<file path="config.mk">
export PLATFORM = sky130hd
export DESIGN_NAME = stereo_atten_ctrl
export DESIGN_NICKNAME = d
export VERILOG_FILES = /design/src/rtl/atten_pkg.sv /design/src/rtl/atten_chan_reg.sv /design/src/rtl/atten_mode_reg.sv /design/src/rtl/atten_out_route.sv /design/src/rtl/stereo_atten_ctrl.sv
export SDC_FILE = /design/constraint.sdc
export NUM_CORES = 1
export LEC_CHECK = 0
export ABC_AREA = 1
export BUFFER_PORTS_ARGS = -buffer_cell sky130_fd_sc_hd__buf_4
export CAP_MARGIN = 20
export CELL_PAD_IN_SITES_DETAIL_PLACEMENT = 1
export CELL_PAD_IN_SITES_GLOBAL_PLACEMENT = 2
export CORE_MARGIN = 4
export CORE_UTILIZATION = 32
export CTS_CLUSTER_DIAMETER = 200
export DETAILED_ROUTE_END_ITERATION = 10
export PLACE_DENSITY_LB_ADDON = 0.2
export REMOVE_ABC_BUFFERS = 1
export SLEW_MARGIN = 20
export SYNTH_ARGS = -nofsm -noshare
export SYNTH_HDL_FRONTEND = slang
export SYNTH_HIERARCHICAL = 1
export SYNTH_SLANG_ARGS = --single-unit
</file>
<file path="constraint.sdc">
create_clock -name clk -period 2.3 [get_ports clk]
set_clock_uncertainty 0.15 [all_clocks]
set_input_delay 0.115 -clock clk [delete_from_list [all_inputs] [get_ports clk]]
set_output_delay 0.115 -clock clk [all_outputs]
set_load 0.02 [all_outputs]
</file>
<file path="src/rtl/atten_pkg.sv">
package atten_pkg;

  localparam int CODE_W  = 8;
  localparam int STEPS_W = CODE_W + 2;

  typedef logic [CODE_W-1:0] code_t;

  typedef struct packed {
    logic signed [STEPS_W-1:0] steps;
    logic                      mute;
  } atten_lvl_t;

  // Half-dB step count below full scale; code 0 additionally flags silence.
  function automatic atten_lvl_t atten_level(input code_t code);
    atten_lvl_t r;
    r.steps = $signed({2'b00, code}) - $signed(STEPS_W'((1 << CODE_W) - 1));
    r.mute  = (code == '0);
    return r;
  endfunction

endpackage

</file>
<file path="src/rtl/atten_chan_reg.sv">
module atten_chan_reg
  import atten_pkg::*;
#(
  parameter code_t RESET_CODE = 8'hFF
) (
  input  logic  clk,
  input  logic  rst,
  input  logic  chan_hit,
  input  logic  commit_evt,
  input  code_t wr_code,
  output code_t active_code
);

  code_t staging_q;
  code_t active_q;

  // Named events for the assertions
  logic stage_only_evt;
  logic self_commit_evt;
  logic peer_commit_evt;
  logic idle_evt;

  assign stage_only_evt  = chan_hit && !commit_evt;
  assign self_commit_evt = chan_hit && commit_evt;
  assign peer_commit_evt = !chan_hit && commit_evt;
  assign idle_evt        = !chan_hit && !commit_evt;

  always_ff @(posedge clk) begin
    if (rst) begin
      staging_q <= RESET_CODE;
      active_q  <= RESET_CODE;
    end else begin
      if (chan_hit) staging_q <= wr_code;
      if (commit_evt) active_q <= chan_hit ? wr_code : staging_q;
    end
  end

  assign active_code = active_q;

  a_r2_stage_keeps_active: assert property (@(posedge clk) disable iff (rst)
    stage_only_evt |=> $stable(active_q));

  a_r4_commit_takes_write: assert property (@(posedge clk) disable iff (rst)
    self_commit_evt |=> (active_q == $past(wr_code)) && (staging_q == $past(wr_code)));

  a_r5_peer_commit_moves_stage: assert property (@(posedge clk) disable iff (rst)
    peer_commit_evt |=> (active_q == $past(staging_q)) && $stable(staging_q));

  a_r9_idle_holds: assert property (@(posedge clk) disable iff (rst)
    idle_evt |=> $stable(active_q) && $stable(staging_q));

endmodule

</file>
<file path="src/rtl/atten_mode_reg.sv">
module atten_mode_reg #(
  parameter int DATA_W    = 9,
  parameter int SHARE_BIT = 2
) (
  input  logic              clk,
  input  logic              rst,
  input  logic              mode_hit,
  input  logic [DATA_W-1:0] wr_data,
  output logic              share_o
);

  logic share_q;

  always_ff @(posedge clk) begin
    if (rst)           share_q <= 1'b0;
    else if (mode_hit) share_q <= wr_data[SHARE_BIT];
  end

  assign share_o = share_q;

  a_r7_mode_tracks_bit: assert property (@(posedge clk) disable iff (rst)
    mode_hit |=> share_q == $past(wr_data[SHARE_BIT]));

  a_r9_mode_holds: assert property (@(posedge clk) disable iff (rst)
    !mode_hit |=> $stable(share_q));

endmodule

</file>
<file path="src/rtl/atten_out_route.sv">
module atten_out_route
  import atten_pkg::*;
(
  input  code_t left_act,
  input  code_t right_act,
  input  logic  share,
  output code_t left_code_o,
  output code_t right_code_o,
  output logic  left_mute_o,
  output logic  right_mute_o
);

  atten_lvl_t left_lvl;
  atten_lvl_t right_lvl;
  code_t      right_sel;

  assign right_sel = share ? left_act : right_act;
  assign left_lvl  = atten_level(left_act);
  assign right_lvl = atten_level(right_sel);

  assign left_code_o  = left_act;
  assign right_code_o = right_sel;
  assign left_mute_o  = left_lvl.mute;
  assign right_mute_o = right_lvl.mute;

endmodule

</file>
<file path="src/rtl/stereo_atten_ctrl.sv">
module stereo_atten_ctrl
  import atten_pkg::*;
#(
  parameter int    ADDR_W     = 3,
  parameter int    LEFT_ADDR  = 0,
  parameter int    RIGHT_ADDR = 1,
  parameter int    MODE_ADDR  = 3,
  parameter int    SHARE_BIT  = 2,
  parameter code_t RESET_CODE = 8'hFF
) (
  input  logic              clk,
  input  logic              rst,
  input  logic              wr_en,
  input  logic [ADDR_W-1:0] wr_addr,
  input  logic [CODE_W:0]   wr_data,
  output logic [CODE_W-1:0] left_code_o,
  output logic [CODE_W-1:0] right_code_o,
  output logic              left_mute_o,
  output logic              right_mute_o
);

  localparam int NCH      = 2;
  localparam int DATA_W   = CODE_W + 1;
  localparam int LOAD_BIT = CODE_W;

  logic [NCH-1:0] chan_hit;
  logic           mode_hit;
  logic           commit_evt;
  logic           share;
  code_t          wr_code;
  code_t          active_code [NCH];

  assign chan_hit[0] = wr_en && (wr_addr == ADDR_W'(LEFT_ADDR));
  assign chan_hit[1] = wr_en && (wr_addr == ADDR_W'(RIGHT_ADDR));
  assign mode_hit    = wr_en && (wr_addr == ADDR_W'(MODE_ADDR));
  assign commit_evt  = (|chan_hit) && wr_data[LOAD_BIT];
  assign wr_code     = wr_data[CODE_W-1:0];

  for (genvar ch = 0; ch < NCH; ch++) begin : g_chan
    atten_chan_reg #(.RESET_CODE(RESET_CODE)) chan_i (
      .clk        (clk),
      .rst        (rst),
      .chan_hit   (chan_hit[ch]),
      .commit_evt (commit_evt),
      .wr_code    (wr_code),
      .active_code(active_code[ch])
    );
  end

  atten_mode_reg #(.DATA_W(DATA_W), .SHARE_BIT(SHARE_BIT)) mode_i (
    .clk     (clk),
    .rst     (rst),
    .mode_hit(mode_hit),
    .wr_data (wr_data),
    .share_o (share)
  );

  atten_out_route route_i (
    .left_act    (active_code[0]),
    .right_act   (active_code[1]),
    .share       (share),
    .left_code_o (left_code_o),
    .right_code_o(right_code_o),
    .left_mute_o (left_mute_o),
    .right_mute_o(right_mute_o)
  );

  a_r1_reset_levels: assert property (@(posedge clk)
    $past(rst) |-> (left_code_o == RESET_CODE) && (share == 1'b0));

  a_r6_zero_commit_mutes: assert property (@(posedge clk) disable iff (rst)
    (chan_hit[0] && commit_evt && wr_code == '0) |=> left_mute_o);

  a_r7_shared_right_follows: assert property (@(posedge clk) disable iff (rst)
    (mode_hit && wr_data[SHARE_BIT]) |=> (right_code_o == left_code_o) &&
                                         (right_mute_o == left_mute_o));

  a_r4_hits_exclusive: assert property (@(posedge clk) disable iff (rst)
    $onehot0({chan_hit, mode_hit}));

endmodule

</file>
## After elaboration in Yosys (flattened, before gate mapping)

Index checks and enable logic that the tools add are counted.

- Add/sub/neg operators: 0
- $mul: 0
- Div/mod/pow operators: 0
- Magnitude comparators: 0
- Equality and inequality tests: 2
- Shift operators: 0
- Mux-type cells: 3
- Bitwise logic cells: 0
- Reduce and logical (&&, ||, !) cells: 8

Operators with widths:

| operator | number |
|---|---|
| $mux W8 | 3 |
| $logic_not A8 Y1 | 2 |
| $logic_and A1 B1 Y1 | 4 |
| $eq A3 B1 Y1 const B | 1 |
| $eq A3 B2 Y1 const B | 1 |
| $logic_not A3 Y1 | 1 |
| $reduce_or A2 Y1 | 1 |

- Flip-flop bits (word level): 33
- Latch bits: 0
- Memory bits (writable): 0
- ROM bits: 0
- Bits of input ports: 15
- Word-level logic and storage cells: 18
- Memories: 0

## Logic depth before layout (Yosys ltp)

- Depth after elaboration: 4
- Gate-level depth with buffers: 8
- Gate-level depth less buffers: 7

## Modules after synthesis

Netlist, hierarchy kept.

By module, submodules not included:

| module | instances | cells an instance | area an instance (µm²) | seq. area each (µm²) |
|---|---|---|---|---|
| atten_chan_reg | 2 | 94 | 694.4 | 320.3 |
| atten_out_route | 1 | 48 | 247.7 | 0.0 |
| atten_mode_reg | 1 | 7 | 45.0 | 20.0 |
| stereo_atten_ctrl | 1 | 11 | 42.5 | 0.0 |

## Worst setup path after synthesis

OpenSTA, ideal clock, no wires.

- Path type: flip-flop to output port
- From: register mode_i.share_q, in the netlist mode_i/share_o
- To: output right_mute_o
- Data arrival time: 1157 ps
- Data required time: 2035 ps
- Slack: 878 ps
- Cell stages (with the launch flop): 8
- Path buffers: 1
- Cell sequence: dfxtp_1 buf_6 inv_6 nand2_2 nand2_1 nor2_1 nand2_1 nor2_1

- Word-level cells in the longest chain between the ends: 2

Ends and longest elaborated chain:

| item | RTL line | RTL |
|---|---|---|
| start: declaration | atten_mode_reg.sv:12 | `logic share_q;` |
| start signal: assignment | atten_mode_reg.sv:16 | `else if (mode_hit) share_q <= wr_data[SHARE_BIT];` |
| $mux W8 | atten_out_route.sv:17 | `assign right_sel = share ? left_act : right_act;` |
| via right_code_o[7] | stereo_atten_ctrl.sv:17 | `output logic [CODE_W-1:0] right_code_o,` |
| $logic_not A8 Y1 | atten_pkg.sv:17 | `r.mute = (code == '0);` |
| end: declaration | stereo_atten_ctrl.sv:19 | `output logic right_mute_o` |

The timed path passes the listed nets, and every way through them passes these cells.

## Worst setup path after layout

- From: register mode_i.share_q, in the netlist mode_i/share_o
- To: output right_mute_o

- Word-level cells in the longest chain between the ends: 2

Ends and longest elaborated chain:

| item | RTL line |
|---|---|
| $mux W8 | atten_out_route.sv:17 |
| $logic_not A8 Y1 | atten_pkg.sv:17 |

Every way passes these cells.

==> metrics.txt <==
# TYPE chip_impl_metric gauge
chip_impl_info{name="status",value="finished clean"} 1
chip_impl_metric{name="detail-route-antenna-nets",unit=""} 0
chip_impl_metric{name="routabilityCongestion",unit=""} 0.729
chip_impl_metric{name="path_max_fanout",unit=""} 10
chip_impl_metric{name="reg2regPathDepth",unit=""} 2
chip_impl_info{name="worstReg2RegStart",value="mode_i/share_o"} 1
chip_impl_metric{name="synthesis.area_per_instance",unit="um^2"} 6.79
chip_impl_metric{name="post_cts.repair.setup_buffers",unit=""} 0
chip_impl_metric{name="chip_width",unit="um"} 81.4
chip_impl_metric{name="h-tree-depth",unit=""} 2
chip_impl_metric{name="timing.final.setup_violations",unit=""} 0
chip_impl_metric{name="fp.dieH",unit="um"} 81.4
chip_impl_metric{name="layout_min_cycle_time",unit="ps"} 1740
chip_impl_metric{name="p_switching",unit="uW"} 304
chip_impl_metric{name="clock_insertion_delay_worst_skew",unit="ps"} 270
chip_impl_metric{name="drtPass1Iterations",unit=""} 4
chip_impl_metric{name="vias",unit=""} 1530
chip_impl_metric{name="cts.sink_count",unit=""} 33
chip_impl_metric{name="routed_wire_length_per_instance",unit="um"} 12.4
chip_impl_metric{name="clock_path_buffers",unit=""} 2
chip_impl_metric{name="detail_route.iter0.violations",unit=""} 23
chip_impl_metric{name="path_clk_slew",unit="ps"} 60
chip_impl_metric{name="finalSetupTns",unit="ps"} 0
chip_impl_info{name="r2r_end",value="mode_i/share_o"} 1
chip_impl_metric{name="final_min_period_over_clock_period",unit="%"} 75.7
chip_impl_metric{name="power.density",unit="mW/mm^2"} 567
chip_impl_metric{name="timing.final.hold_violations",unit=""} 0
chip_impl_metric{name="synthCells",unit=""} 254
chip_impl_metric{name="power.internal",unit="uW"} 869
chip_impl_metric{name="transition_time_at_the_pin_with_the_least_slew_margin",unit="ps"} 396
chip_impl_info{name="worst_setup_path_start_kind",value="flip-flop"} 1
chip_impl_metric{name="maximum_number_of_pins_on_one_net_before_global_route_repair",unit=""} 20
chip_impl_metric{name="critPathArrivalTime",unit="ps"} 1480
chip_impl_metric{name="floorplan.core_area",unit="mm^2"} 0.00517
chip_impl_metric{name="num_io_pins",unit=""} 33
chip_impl_info{name="critPathLaunch",value="mode_i/share_o"} 1
chip_impl_info{name="hold_class",value="input port to flip-flop"} 1
chip_impl_metric{name="floorplan.rows",unit=""} 26
chip_impl_metric{name="irDropWorstVdd",unit="uV"} 199
chip_impl_metric{name="die_area",unit="mm^2"} 0.00663
chip_impl_metric{name="synth.yosys.seq_area_share",unit="%"} 38.3
chip_impl_metric{name="report.final.slew_viol_count",unit=""} 0
chip_impl_metric{name="sum_of_net_half_perimeters_after_detailed_placement",unit="mm"} 3.37
chip_impl_metric{name="fmax",unit="MHz"} 574
chip_impl_info{name="crit_path_end",value="right_mute_o"} 1
chip_impl_metric{name="post_cts.resized_instances",unit=""} 0
chip_impl_metric{name="tritoncts.num_buffers",unit=""} 5
chip_impl_metric{name="grt_use_total",unit="%"} 15.2
chip_impl_metric{name="clockPowerShare",unit="%"} 35.2
chip_impl_metric{name="final_core_utilization",unit="%"} 40.0
chip_impl_metric{name="drive_above_1_share",unit="%"} 26.2
chip_impl_info{name="critical_path_endpoint_category",value="primary output"} 1
chip_impl_metric{name="gr-total-overflow",unit=""} 0
chip_impl_info{name="setup_repair_after_global_routing_missed_its_margin",value="no"} 1
chip_impl_metric{name="regToRegSetupSlack",unit="ps"} 1320
chip_impl_metric{name="port_buffers",unit=""} 32
chip_impl_metric{name="drc",unit=""} 0
chip_impl_metric{name="vias_in_the_first_global_route",unit=""} 1613
chip_impl_metric{name="grt_first_pass_wirelength",unit="mm"} 7.53
chip_impl_metric{name="combinationalPowerShare",unit="%"} 13.6
chip_impl_info{name="cts_tree",value="built"} 1
chip_impl_metric{name="yosysWarnings",unit=""} 6
chip_impl_metric{name="grt_antenna_before_repair",unit=""} 0
chip_impl_metric{name="power.switching_fraction",unit="%"} 25.9
chip_impl_metric{name="ys_ff_latch",unit=""} 33
chip_impl_metric{name="synthDistinctLibCells",unit=""} 17
chip_impl_metric{name="area_delta_synth_final",unit="%"} 20.0
chip_impl_metric{name="initial_utilization",unit="%"} 33.3
chip_impl_metric{name="finalWirelength",unit="mm"} 4.40
chip_impl_metric{name="final_power",unit="uW"} 1170
chip_impl_metric{name="timing.slew.headroom",unit="%"} 73.5
chip_impl_metric{name="seqPwrFrac",unit="%"} 51.2
chip_impl_metric{name="diodes",unit=""} 0
chip_impl_metric{name="drv_cap",unit=""} 0
chip_impl_metric{name="syn-cell-area",unit="mm^2"} 0.00172
chip_impl_metric{name="critical_path_required",unit="ps"} 2040
chip_impl_metric{name="routed_vias_inst",unit=""} 4.30
chip_impl_info{name="timing.setup.critical_path_class",value="flip-flop to primary output"} 1
chip_impl_metric{name="num-nets-final",unit=""} 300
chip_impl_metric{name="leakagePower",unit="uW"} 0.00108
chip_impl_info{name="clk_root_buffer_cell",value="sky130_fd_sc_hd__clkbuf_8"} 1
==> sequential cells by signal, indices dropped and copies added (netlist names) <==
name,cells
g_chan.chan_i/active_code,16
g_chan.chan_i/staging_q,16
mode_i/share_o,1
==> power by group through the flow <==
stage | Sequential [uW] | Combinational (uW) | Clock, uW
after floorplan | 615 | 81.8 | 0
after detailed placement | 614 | 157 | 0
after CTS | 601 | 163 | 438
final | 600 | 159 | 413
after global routing | 602 | 179 | 457
after global placement | 614 | 156 | 0
==> how the worst min path moves through the flow <==
stage / start / to / cells after the start
3_5_place_dp: wr_data[0] / g_chan[0].chan_i/staging_q[0] / 5
2_1_floorplan: rst / g_chan[0].chan_i/active_code[6] / 2
5_1_grt: wr_data[5] / g_chan[1].chan_i/staging_q[5] / 5
4_1_cts: wr_data[2] / mode_i/share_o / 5
3_3_place_gp: wr_data[4] / g_chan[0].chan_i/staging_q[4] / 5
6_report: wr_data[7] / g_chan[0].chan_i/staging_q[7] / 5
==> layout make-up <==
cell class | instances | area [um^2]
fillers | 691 | 3100
flip-flops and latches | 33 | 661
well taps | 70 | 87.6
repair buffers | 39 | 303
clock buffers | 8 | 80.1
inverters | 44 | 190
multi-input cells | 162 | 747
==> Yosys cell counts <==
| library cell | instances | area share, % |
|---|---|---|
| sky130_fd_sc_hd__nand2_1 | 88 | 19 |
| sky130_fd_sc_hd__inv_1 | 38 | 8.3 |
| sky130_fd_sc_hd__dfxtp_1 | 33 | 38 |
| sky130_fd_sc_hd__nand2_2 | 21 | 7.6 |
| sky130_fd_sc_hd__a21oi_1 | 16 | 4.6 |
| sky130_fd_sc_hd__nand3_1 | 15 | 4.4 |
| sky130_fd_sc_hd__nor2_1 | 14 | 3.0 |
| sky130_fd_sc_hd__buf_4 | 8 | 3.5 |
| sky130_fd_sc_hd__buf_6 | 5 | 3.3 |
| sky130_fd_sc_hd__nand2_4 | 4 | 2.6 |
| sky130_fd_sc_hd__buf_2 | 2 | 0.58 |
| sky130_fd_sc_hd__inv_4 | 2 | 0.73 |
| sky130_fd_sc_hd__inv_8 | 2 | 1.3 |
| sky130_fd_sc_hd__nand3_2 | 2 | 1.2 |
| sky130_fd_sc_hd__nor2_2 | 2 | 0.73 |
| sky130_fd_sc_hd__inv_2 | 1 | 0.22 |
| sky130_fd_sc_hd__inv_6 | 1 | 0.51 |
==> critical path, stage by stage (launching register included) <==
cell and delay (ps):
sky130_fd_sc_hd__dfxtp_1 560, sky130_fd_sc_hd__inv_6 100, sky130_fd_sc_hd__nand2_2 70, sky130_fd_sc_hd__nand2_1 60
sky130_fd_sc_hd__nor2_1 90, sky130_fd_sc_hd__nand2_1 70, sky130_fd_sc_hd__nor2_1 100, sky130_fd_sc_hd__buf_4 150
==> placed cells by master (no fill, tap or decap), drive strengths merged <==
cell           n
clkbuf         8
dlygate4sd3    4
nand3         17
inv           44
nor2          16
a21oi         16
nand2        113
dfxtp         33
buf           35
==> logic make-up (layout without fill, tap and decap cells) <==
family | after synthesis | in the layout | synth area share, %
simple gates | 146 | 146 | 38.7
compound gates | 16 | 16 | 4.64
buf+inv | 59 | 91 | 18.4
flops | 33 | 33 | 38.3
==> what timing repair did <==
item / in CTS / in global routing
endpoints found under the hold margin: 5 / 0
setup endpoints to repair: 0 / 0
hold buffers: 4 / 0
==> per-stage QoR <==
stage          hold slack (ps)  setup slack [ps]  cell area [um^2]  instances
3_3_place_gp               286               888              1950        344
2_1_floorplan             60.6               704              1600        239
3_5_place_dp               283               840              1950        344
6_report                  8.39               559              2070        356
5_1_grt                   17.4               369              2070        356
4_1_cts                   1.14               507              2070        356
==> layer usage <==
metal / wire (um) / GRT usage [%] / part of all wire, %
met1: 2050 / 19.0 / 47
met4: 51 / 4.56 / 1.2
met5: 0 / 0 / 0
met3: 225 / 3.10 / 5.1
met2: 2070 / 26.1 / 47
No activity file was read; power rests on OpenSTA's default activity.
